`src/rtl/pid_pkg.sv`:
```
package pid_pkg;
  localparam int POWER_MAX   = 5000;
  localparam int INT_SHIFT   = 10;
  localparam int PWR_W       = $clog2(POWER_MAX + 1);

  typedef struct packed {
    logic update;   // evaluate the loop this cycle
    logic publish;  // a fresh command sits on the outputs
  } pid_strobe_t;
endpackage

```
`src/rtl/pid_ctrl.sv`:
```
module pid_ctrl
  import pid_pkg::*;
(
  input  logic        clk,
  input  logic        rst_n,
  input  logic        sampleEn,
  output pid_strobe_t strobe
);
  logic publishQ;

  always_ff @(posedge clk) begin
    if (!rst_n) publishQ <= 1'b0;
    else        publishQ <= sampleEn;
  end

  always_comb begin
    strobe.update  = sampleEn & rst_n;
    strobe.publish = publishQ;
  end

  AST_VALID_AFTER_UPDATE: assert property (@(posedge clk) disable iff (!rst_n)
    sampleEn |=> strobe.publish);
  AST_VALID_ONLY_AFTER_UPDATE: assert property (@(posedge clk) disable iff (!rst_n)
    !sampleEn |=> !strobe.publish);
endmodule

```
`src/rtl/pid_datapath.sv`:
```
module pid_datapath
  import pid_pkg::*;
#(
  parameter int TEMP_W = 9,
  parameter int GAIN_W = 16,
  parameter int ACC_W  = 24,
  localparam int ERR_W  = TEMP_W + 1,
  localparam int TERM_W = ACC_W + GAIN_W + 1
) (
  input  logic                     clk,
  input  logic                     rst_n,
  input  pid_strobe_t              strobe,
  input  logic [TEMP_W-1:0]        setPoint,
  input  logic [TEMP_W-1:0]        measTemp,
  input  logic [GAIN_W-1:0]        gainP,
  input  logic [GAIN_W-1:0]        gainIs,
  input  logic [GAIN_W-1:0]        gainD,
  output logic [PWR_W-1:0]         powerOut,
  output logic signed [TERM_W-1:0] propTerm,
  output logic signed [TERM_W-1:0] intTerm,
  output logic signed [TERM_W-1:0] derTerm
);
  localparam int SUM_W = TERM_W + 2;
  localparam logic signed [ACC_W-1:0] ACC_MAX = {1'b0, {(ACC_W-1){1'b1}}};
  localparam logic signed [ACC_W-1:0] ACC_MIN = {1'b1, {(ACC_W-1){1'b0}}};
  localparam logic signed [TERM_W-1:0] ROUND_BIAS = TERM_W'((1 << INT_SHIFT) - 1);

  logic signed [ERR_W-1:0]  errVal, prevErrQ;
  logic signed [ACC_W-1:0]  accQ, accNext;
  logic signed [ACC_W:0]    accWide;
  logic signed [TERM_W-1:0] gP, gI, gD, errX, diffX, accX;
  logic signed [TERM_W-1:0] propNext, intProd, intNext, derNext;
  logic signed [SUM_W-1:0]  sumVal;
  logic [PWR_W-1:0]         powerNext;

  always_comb begin
    errVal  = $signed({1'b0, setPoint}) - $signed({1'b0, measTemp});
    accWide = (ACC_W+1)'(accQ) + (ACC_W+1)'(errVal);
    if (accWide > (ACC_W+1)'(ACC_MAX))      accNext = ACC_MAX;
    else if (accWide < (ACC_W+1)'(ACC_MIN)) accNext = ACC_MIN;
    else                                    accNext = accWide[ACC_W-1:0];

    gP    = TERM_W'($signed({1'b0, gainP}));
    gI    = TERM_W'($signed({1'b0, gainIs}));
    gD    = TERM_W'($signed({1'b0, gainD}));
    errX  = TERM_W'(errVal);
    diffX = TERM_W'(errVal) - TERM_W'(prevErrQ);
    accX  = TERM_W'(accNext);

    propNext = gP * errX;
    intProd  = accX * gI;
    if (intProd < 0) intNext = (intProd + ROUND_BIAS) >>> INT_SHIFT;
    else             intNext = intProd >>> INT_SHIFT;
    derNext  = gD * diffX;

    sumVal = SUM_W'(propNext) + SUM_W'(intNext) + SUM_W'(derNext);
    if (sumVal < 0)                      powerNext = '0;
    else if (sumVal > SUM_W'(POWER_MAX)) powerNext = PWR_W'(POWER_MAX);
    else                                 powerNext = sumVal[PWR_W-1:0];
  end

  always_ff @(posedge clk) begin
    if (!rst_n) begin
      accQ     <= '0;
      prevErrQ <= '0;
      propTerm <= '0;
      intTerm  <= '0;
      derTerm  <= '0;
      powerOut <= '0;
    end else if (strobe.update) begin
      accQ     <= accNext;
      prevErrQ <= errVal;
      propTerm <= propNext;
      intTerm  <= intNext;
      derTerm  <= derNext;
      powerOut <= powerNext;
    end
  end

  AST_POWER_IN_RANGE: assert property (@(posedge clk) disable iff (!rst_n)
    powerOut <= PWR_W'(POWER_MAX));
  AST_HOLD_WITHOUT_UPDATE: assert property (@(posedge clk) disable iff (!rst_n)
    !strobe.update |=> $stable(powerOut) && $stable(intTerm) && $stable(accQ));
  AST_ACC_NO_WRAP_HIGH: assert property (@(posedge clk) disable iff (!rst_n)
    (strobe.update && accQ == ACC_MAX && errVal >= 0) |=> accQ == ACC_MAX);
  AST_ACC_NO_WRAP_LOW: assert property (@(posedge clk) disable iff (!rst_n)
    (strobe.update && accQ == ACC_MIN && errVal <= 0) |=> accQ == ACC_MIN);
  AST_PREV_ERR_TRACKS: assert property (@(posedge clk) disable iff (!rst_n)
    strobe.update |=> prevErrQ == $past(errVal));
endmodule

```
`src/rtl/pid_heater_ctrl.sv`:
```
module pid_heater_ctrl
  import pid_pkg::*;
#(
  parameter int TEMP_W = 9,
  parameter int GAIN_W = 16,
  parameter int ACC_W  = 24,
  localparam int TERM_W = ACC_W + GAIN_W + 1
) (
  input  logic                     clk,
  input  logic                     rst_n,
  input  logic                     sampleEn,
  input  logic [TEMP_W-1:0]        setPoint,
  input  logic [TEMP_W-1:0]        measTemp,
  input  logic [GAIN_W-1:0]        gainP,
  input  logic [GAIN_W-1:0]        gainIs,
  input  logic [GAIN_W-1:0]        gainD,
  output logic [PWR_W-1:0]         powerOut,
  output logic                     powerValid,
  output logic signed [TERM_W-1:0] propTerm,
  output logic signed [TERM_W-1:0] intTerm,
  output logic signed [TERM_W-1:0] derTerm
);
  pid_strobe_t strobe;

  pid_ctrl uCtrl (
    .clk      (clk),
    .rst_n    (rst_n),
    .sampleEn (sampleEn),
    .strobe   (strobe)
  );

  pid_datapath #(
    .TEMP_W (TEMP_W),
    .GAIN_W (GAIN_W),
    .ACC_W  (ACC_W)
  ) uPath (
    .clk      (clk),
    .rst_n    (rst_n),
    .strobe   (strobe),
    .setPoint (setPoint),
    .measTemp (measTemp),
    .gainP    (gainP),
    .gainIs   (gainIs),
    .gainD    (gainD),
    .powerOut (powerOut),
    .propTerm (propTerm),
    .intTerm  (intTerm),
    .derTerm  (derTerm)
  );

  assign powerValid = strobe.publish;
endmodule

```
`config.mk`:
```
export PLATFORM = sky130hd
export DESIGN_NAME = pid_heater_ctrl
export DESIGN_NICKNAME = d
export VERILOG_FILES = /design/src/rtl/pid_pkg.sv /design/src/rtl/pid_ctrl.sv /design/src/rtl/pid_datapath.sv /design/src/rtl/pid_heater_ctrl.sv
export SDC_FILE = /design/constraint.sdc
export NUM_CORES = 2
export LEC_CHECK = 0
export ABC_AREA = 1
export CAP_MARGIN = 20
export CORE_MARGIN = 5
export CORE_UTILIZATION = 30
export DETAILED_ROUTE_END_ITERATION = 7
export DONT_BUFFER_PORTS = 1
export HOLD_SLACK_MARGIN = 0.03
export PLACE_DENSITY_LB_ADDON = 0.25
export SLEW_MARGIN = 5
export SYNTH_ARGS = -nofsm -noshare
export SYNTH_HDL_FRONTEND = slang
export SYNTH_SLANG_ARGS = --single-unit
```
`constraint.sdc`:
```
create_clock -name clk -period 13.94 [get_ports clk]
set_input_delay 1.394 -clock clk [delete_from_list [all_inputs] [get_ports clk]]
set_output_delay 1.394 -clock clk [all_outputs]
set_load 0.005 [all_outputs]
```
**After elaboration in Yosys (flattened, before gate mapping)**

Cells that the tools add are included.

- Register bits: 144
- Input bits: 69
- Output and inout port bits: 137

- Add/sub/neg operators: 6
- $mul: 3
- Magnitude comparators: 5
- Multiplexer cells: 5
- Bitwise operators: 1

Operator list:

| operator | number |
|---|---|
| $mux 24 | 2 |
| $add 42x28->43 | 1 |
| $gt 43x14->1 const B | 1 |
| $lt 43x1->1 const B | 1 |
| $add 27x41->42 | 1 |
| $add 41x11->41 const B | 1 |
| $lt 41x1->1 const B | 1 |
| $mul 24x17->41 | 1 |
| $mux 41 | 1 |
| $mul 17x11->28 | 1 |
| $mul 17x10->27 | 1 |
| $mux 13 | 2 |
| $add 24x10->25 | 1 |
| $gt 25x24->1 const B | 1 |
| $lt 25x24->1 const B | 1 |
| $sub 10x10->11 | 1 |
| $sub 9x9->10 | 1 |
| $and 1x1->1 | 1 |

**Longest topological paths before layout**

- Depth in word-level cells: 13
- Gate-level depth with buffers: 94
- Gate-level depth less buffers: 90

**Hierarchy**

From an unflattened synthesis, not the netlist that was laid out.

- Cells, all modules: 5191
- Area, all modules: 37074.3 sq um

By module, submodules not included:

| module | instances | cells each | area an instance (sq um) |
|---|---|---|---|
| pid_datapath | 1 | 5186 | 37035.5 |
| pid_ctrl | 1 | 5 | 38.8 |

**Worst setup path before layout**

OpenSTA, ideal clock, no wires.

- Path type: input port to flip-flop
- From: in setPoint[0]
- To: reg uPath.powerOut[8]
- Library setup time: 132 ps
- Arrival time: 12961 ps
- Setup slack: 847 ps
- Stages: 80
- Cell sequence: inv_1 -> ha_1 -> inv_1 -> fa_1 -> nand3_1 -> and2_1 -> inv_1 -> nand2_1 -> nand2_1 -> a21oi_1 -> inv_1 -> nand2_1 -> nand2_1 -> a21oi_1 -> inv_1 -> or2_2 -> nand2_1 -> inv_1 -> [... 44 more ...] -> nand3_1 -> nand3_2 -> nand2_1 -> nand3_1 -> nand2_1 -> nand2_1 -> xor2_1 -> a21oi_1 -> nand2_1 -> nor2_1 -> nand3_1 -> nor2_1 -> nand2_1 -> nand2_2 -> buf_6 -> nand2_1 -> nand2_1 -> a21oi_1

- Cells in the longest elaborated chain, start to end: 13
- Elaborated cells between the ends (all ways): 19

Ends and longest elaborated chain:

| what | RTL line | text |
|---|---|---|
| from (decl) | pid_heater_ctrl.sv:12 | `input logic [TEMP_W-1:0] setPoint,` |
| $sub 9x9->10 * | pid_datapath.sv:37 | `errVal = $signed({1'b0, setPoint}) - $signed({1'b0, measTemp});` |
| named net uPath.errVal[8] | pid_datapath.sv:28 | `logic signed [ERR_W-1:0] errVal, prevErrQ;` |
| $add 24x10->25 * | pid_datapath.sv:38 | `accWide = (ACC_W+1)'(accQ) + (ACC_W+1)'(errVal);` |
| $lt 25x24->1 | pid_datapath.sv:40 | `else if (accWide < (ACC_W+1)'(ACC_MIN)) accNext = ACC_MIN;` |
| $mux 24 | pid_datapath.sv:40 |  |
| $mux 24 * | pid_datapath.sv:39 | `if (accWide > (ACC_W+1)'(ACC_MAX)) accNext = ACC_MAX;` |
| $mul 24x17->41 * | pid_datapath.sv:51 | `intProd = accX * gI;` |
| $add 41x11->41 / $lt 41x1->1 (equally long branches) | pid_datapath.sv:52 | `if (intProd < 0) intNext = (intProd + ROUND_BIAS) >>> INT_SHIFT;` |
| $mux 41 * | pid_datapath.sv:52 |  |
| named net uPath.intNext[1] | pid_datapath.sv:32 | `logic signed [TERM_W-1:0] propNext, intProd, intNext, derNext;` |
| $add 27x41->42 * | pid_datapath.sv:56 | `sumVal = SUM_W'(propNext) + SUM_W'(intNext) + SUM_W'(derNext);` |
| $add 42x28->43 * | pid_datapath.sv:56 |  |
| $gt 43x14->1 | pid_datapath.sv:58 | `else if (sumVal > SUM_W'(POWER_MAX)) powerNext = PWR_W'(POWER_MAX);` |
| $mux 13 | pid_datapath.sv:58 |  |
| $mux 13 * | pid_datapath.sv:57 | `if (sumVal < 0) powerNext = '0;` |
| to (signal assigned) | pid_datapath.sv:76 | `powerOut <= powerNext;` |
| to (decl) | pid_datapath.sv:18 | `output logic [PWR_W-1:0] powerOut,` |

Mark *: on every way through the listed nets, which the timed path passes. The rest lies on a longest branch.
A chain may end at the register's enable or synchronous reset.

**Worst setup path in the final report**

- From: in measTemp[2]
- To: reg uPath.powerOut[8]

- Cells in the longest elaborated chain, start to end: 13
- Elaborated cells between the ends (all ways): 19

Ends and longest elaborated chain:

| what | RTL line | text |
|---|---|---|
| from (decl) | pid_heater_ctrl.sv:13 | `input logic [TEMP_W-1:0] measTemp,` |
| $sub 9x9->10 * | pid_datapath.sv:37 |  |
| $add 24x10->25 * | pid_datapath.sv:38 |  |
| $lt 25x24->1 | pid_datapath.sv:40 |  |
| $mux 24 | pid_datapath.sv:40 |  |
| $mux 24 * | pid_datapath.sv:39 |  |
| $mul 24x17->41 * | pid_datapath.sv:51 |  |
| $add 41x11->41 / $lt 41x1->1 (equally long branches) | pid_datapath.sv:52 |  |
| $mux 41 * | pid_datapath.sv:52 |  |
| named net uPath.intNext[16] | pid_datapath.sv:32 |  |
| $add 27x41->42 * | pid_datapath.sv:56 |  |
| $add 42x28->43 * | pid_datapath.sv:56 |  |
| $gt 43x14->1 | pid_datapath.sv:58 |  |
| $mux 13 | pid_datapath.sv:58 |  |
| $mux 13 * | pid_datapath.sv:57 |  |

Marked as above.

==> flow_summary.json <==
{
  "final_common_cell": "nand2_1",
  "die_y_um": 363,
  "portBuffers": 0,
  "routedWlPerCell_um": 18.8,
  "start_util": 0.302,
  "synthTopCellsByArea": "fa_1, nand2_1, inv_1",
  "crit_family": "adder cells",
  "nFillCells": 13300,
  "worstSetupPathType": "input pin to flip-flop",
  "status": "finished clean",
  "num_antenna_cells": 0,
  "grt_pass1_vias": 34800,
  "core_sq_um": 124000,
  "syn_to_final_growth_pct": 20.6,
  "netlist.area_leader.share": 0.348,
  "clock_skew_ns": 0.0198,
  "cpPeakStageDelay_ns": 0.61,
  "final_nets": 6674,
  "synth_edf_count": 0,
  "cts_max_level": 4,
  "synth_area_per_cell_sq_um": 7.24,
  "antenna_found_initial": 2,
  "path_buf_inv": 17,
  "reg2reg_setup_slack_ns": 2.68,
  "ys_seq_area_frac": 0.0719,
  "cpMostUsedCell": "nand2_1",
  "r2r_cells": 65,
  "drv_cap": 0,
  "period_share": 0.949,
  "start_kind": "input pin",
  "cts_buffers": 17,
  "worstMarginPinSlew_ns": 1.12,
  "grt_overflow": 0,
  "synth_top_area_cell": "fa_1",
  "clock_path_buffers": 2,
  "cp_max_fo": 13,
  "r2r-end": "uPath.powerOut[8]",
  "syn_inst": 5154,
  "tritoncts": "done",
  "ant_nets": 0,
  "drt-total-wl_um": 137000,
  "ys_types": 58,
  "final_layout_size_suffix_gt1_frac": 0.166,
  "yosysWarnings": 0,
  "final_cells": 7270,
  "via_count": 33600,
  "drtIter0Drc": 2109,
  "hold_depth": 2,
  "ys_async_sr_fraction": 0,
  "place_congestion": 0.918,
  "worstReg2RegStart": "uPath.accQ[0]",
  "min_to": "uPath.prevErrQ[0]",
  "post-route-drc-count": 0,
  "grt_usage": 0.209,
  "drv_slew": 0,
  "cp.required_ns": 14.27,
  "crit_slowest_cell": "fa_1",
  "die_w_um": 363,
  "fin_hold_ws_ns": 0.500,
  "dr.pass1.iters": 6,
  "clock-sinks": 134,
  "fin_crit_ns": 13.23,
  "dp_cells": 7215,
  "synth-main-ff-cell": "dfxtp_1",
  "setup_viol": 0,
  "clk_latency_ns": 0.48,
  "endpoint_kind": "flip-flop",
  "fp.dieArea_sq_um": 131000,
  "grt_pass1_wl_um": 212000,
  "fmax_ghz": 0.0756,
  "tns_ns": 0,
  "clk_pin_slew_worst_paths_ns": 0.07,
  "slew_headroom": 0.252,
  "cts-root-buf": "clkbuf_16",
  "finalHoldViolCount": 0,
  "dp_hpwl_um": 118000,
  "final_cell_mix": "nand2_1, inv_1, fa_1",
  "ctsHoldBuffers": 0,
  "avgViaCountPerCell": 4.63,
  "syn_nets": 6206,
  "syn-cell-area_sq_um": 37300,
  "hp-class": "flip-flop to flip-flop",
  "io_pins": 206,
  "synth_seq_cells": 134,
  "hold_start": "uPath.prevErrQ[0]",
  "rows": 129,
  "grt_max_degree": 102,
  "arrival_ns": 13.56
}
per-layer routing:
layer,vias up,GRT usage,wire [um]
li1,16200,-,-
met1,16500,0.298,64400
met2,822,0.334,61500
met3,110,0.0391,8380
met4,2,0.0389,2630
met5,-,0.00726,13
Yosys cell counts (2+ instances only):
cell type  count
nand2_1     1235
nor2_2        15
nor3_2         2
a21oi_2       15
o221ai_1       2
nor2_1       533
ha_1         334
buf_6          2
nand4_1       47
nor3_1        24
or2_2         13
nor3b_1        2
o21a_1         3
buf_1          8
o21ai_0      134
buf_4         39
o211a_1        2
nand3_1      158
xnor2_1       36
xor2_2         3
or2_1          3
clkbuf_1     106
a21oi_1      200
nor2_4         5
nand3b_1       7
dfxtp_1      134
nand2_2       22
fa_1         649
nand2_4        5
a31oi_1        7
nand3_2        5
and2_1         5
xor2_1        67
inv_1       1198
inv_2         22
clkinv_1       2
a211oi_1       3
o21ai_1       24
o211ai_1      27
a21o_1        12
nor4_1         4
o21bai_1      10
buf_2         11
a21boi_0       5
sequential cells by signal, summed over array words and instances, names as in the netlist:
name / count
uCtrl.publishQ: 1
uPath.prevErrQ: 10
uPath.intTerm: 31
uPath.derTerm: 28
uPath.accQ: 24
uPath.propTerm: 27
uPath.powerOut: 13
cell type report:
| type | instances | area (sq um) | area share |
|---|---|---|---|
| Multi-Input combinational cell | 3632 | 30200 | 0.672 |
| Sequential cell | 134 | 2680 | 0.0596 |
| Clock inverter | 10 | 97.6 | 0.00217 |
| Inverter | 1222 | 4620 | 0.103 |
| Timing Repair inverter | 1 | 8.76 | 0.000195 |
| Clock buffer | 20 | 457 | 0.0101 |
| Timing Repair Buffer | 614 | 4840 | 0.108 |
| Tap cell | 1637 | 2050 | 0.0455 |
repair_timing:
| action | 4_1_cts | 5_1_grt |
|---|---|---|
| pin swaps | 0 | 36 |
| endpoints found under the setup margin | 13 | 13 |
| setup buffers | 0 | 19 |
| gates resized for setup | 3 | 232 |
| cloned | 0 | 2 |
worst min-delay path, delay by kind of cell, from the launching register on:
family / cells / cell delay, ns
DFF: 1 / 0.31
AOI/OAI and AO/OA: 1 / 0.05
and+or+nand+nor: 1 / 0.10
per-stage QoR:
| stage | util | worst slack [ns] | instance area (sq um) |
|---|---|---|---|
| 2_1_floorplan | - | 0.847 | 37300 |
| 3_3_place_gp | 0.349 | -0.631 | 43200 |
| 3_5_place_dp | 0.349 | -0.517 | 43200 |
| 4_1_cts | 0.354 | 0.00112 | 43700 |
| 5_1_grt | 0.364 | -0.0990 | 45000 |
| 6_report | 0.364 | 0.712 | 45000 |
worst max-delay path by stage:
stage	start	end	slack (ns)	cells after the start
CTS	measTemp[2]	uPath.powerOut[8]	0.001	71
finish	measTemp[2]	uPath.powerOut[8]	0.71	74
global route	measTemp[2]	uPath.powerOut[8]	-0.1	78
detailed placement	measTemp[2]	uPath.powerOut[8]	-0.52	73
global placement	setPoint[0]	uPath.powerOut[8]	-0.63	76
floorplan	setPoint[0]	uPath.powerOut[8]	0.85	80
kinds of logic after synthesis:
group           share of synthesized area
flops                              0.0719
compound gates                     0.0667
simple gates                        0.230
xor+xnor                           0.0267
fa+ha+maj                           0.460
buf+inv                             0.144
Power is left out: the tool's default activity adds up to more than one toggle a clock period on the data nets, which glitch-free logic cannot reach.
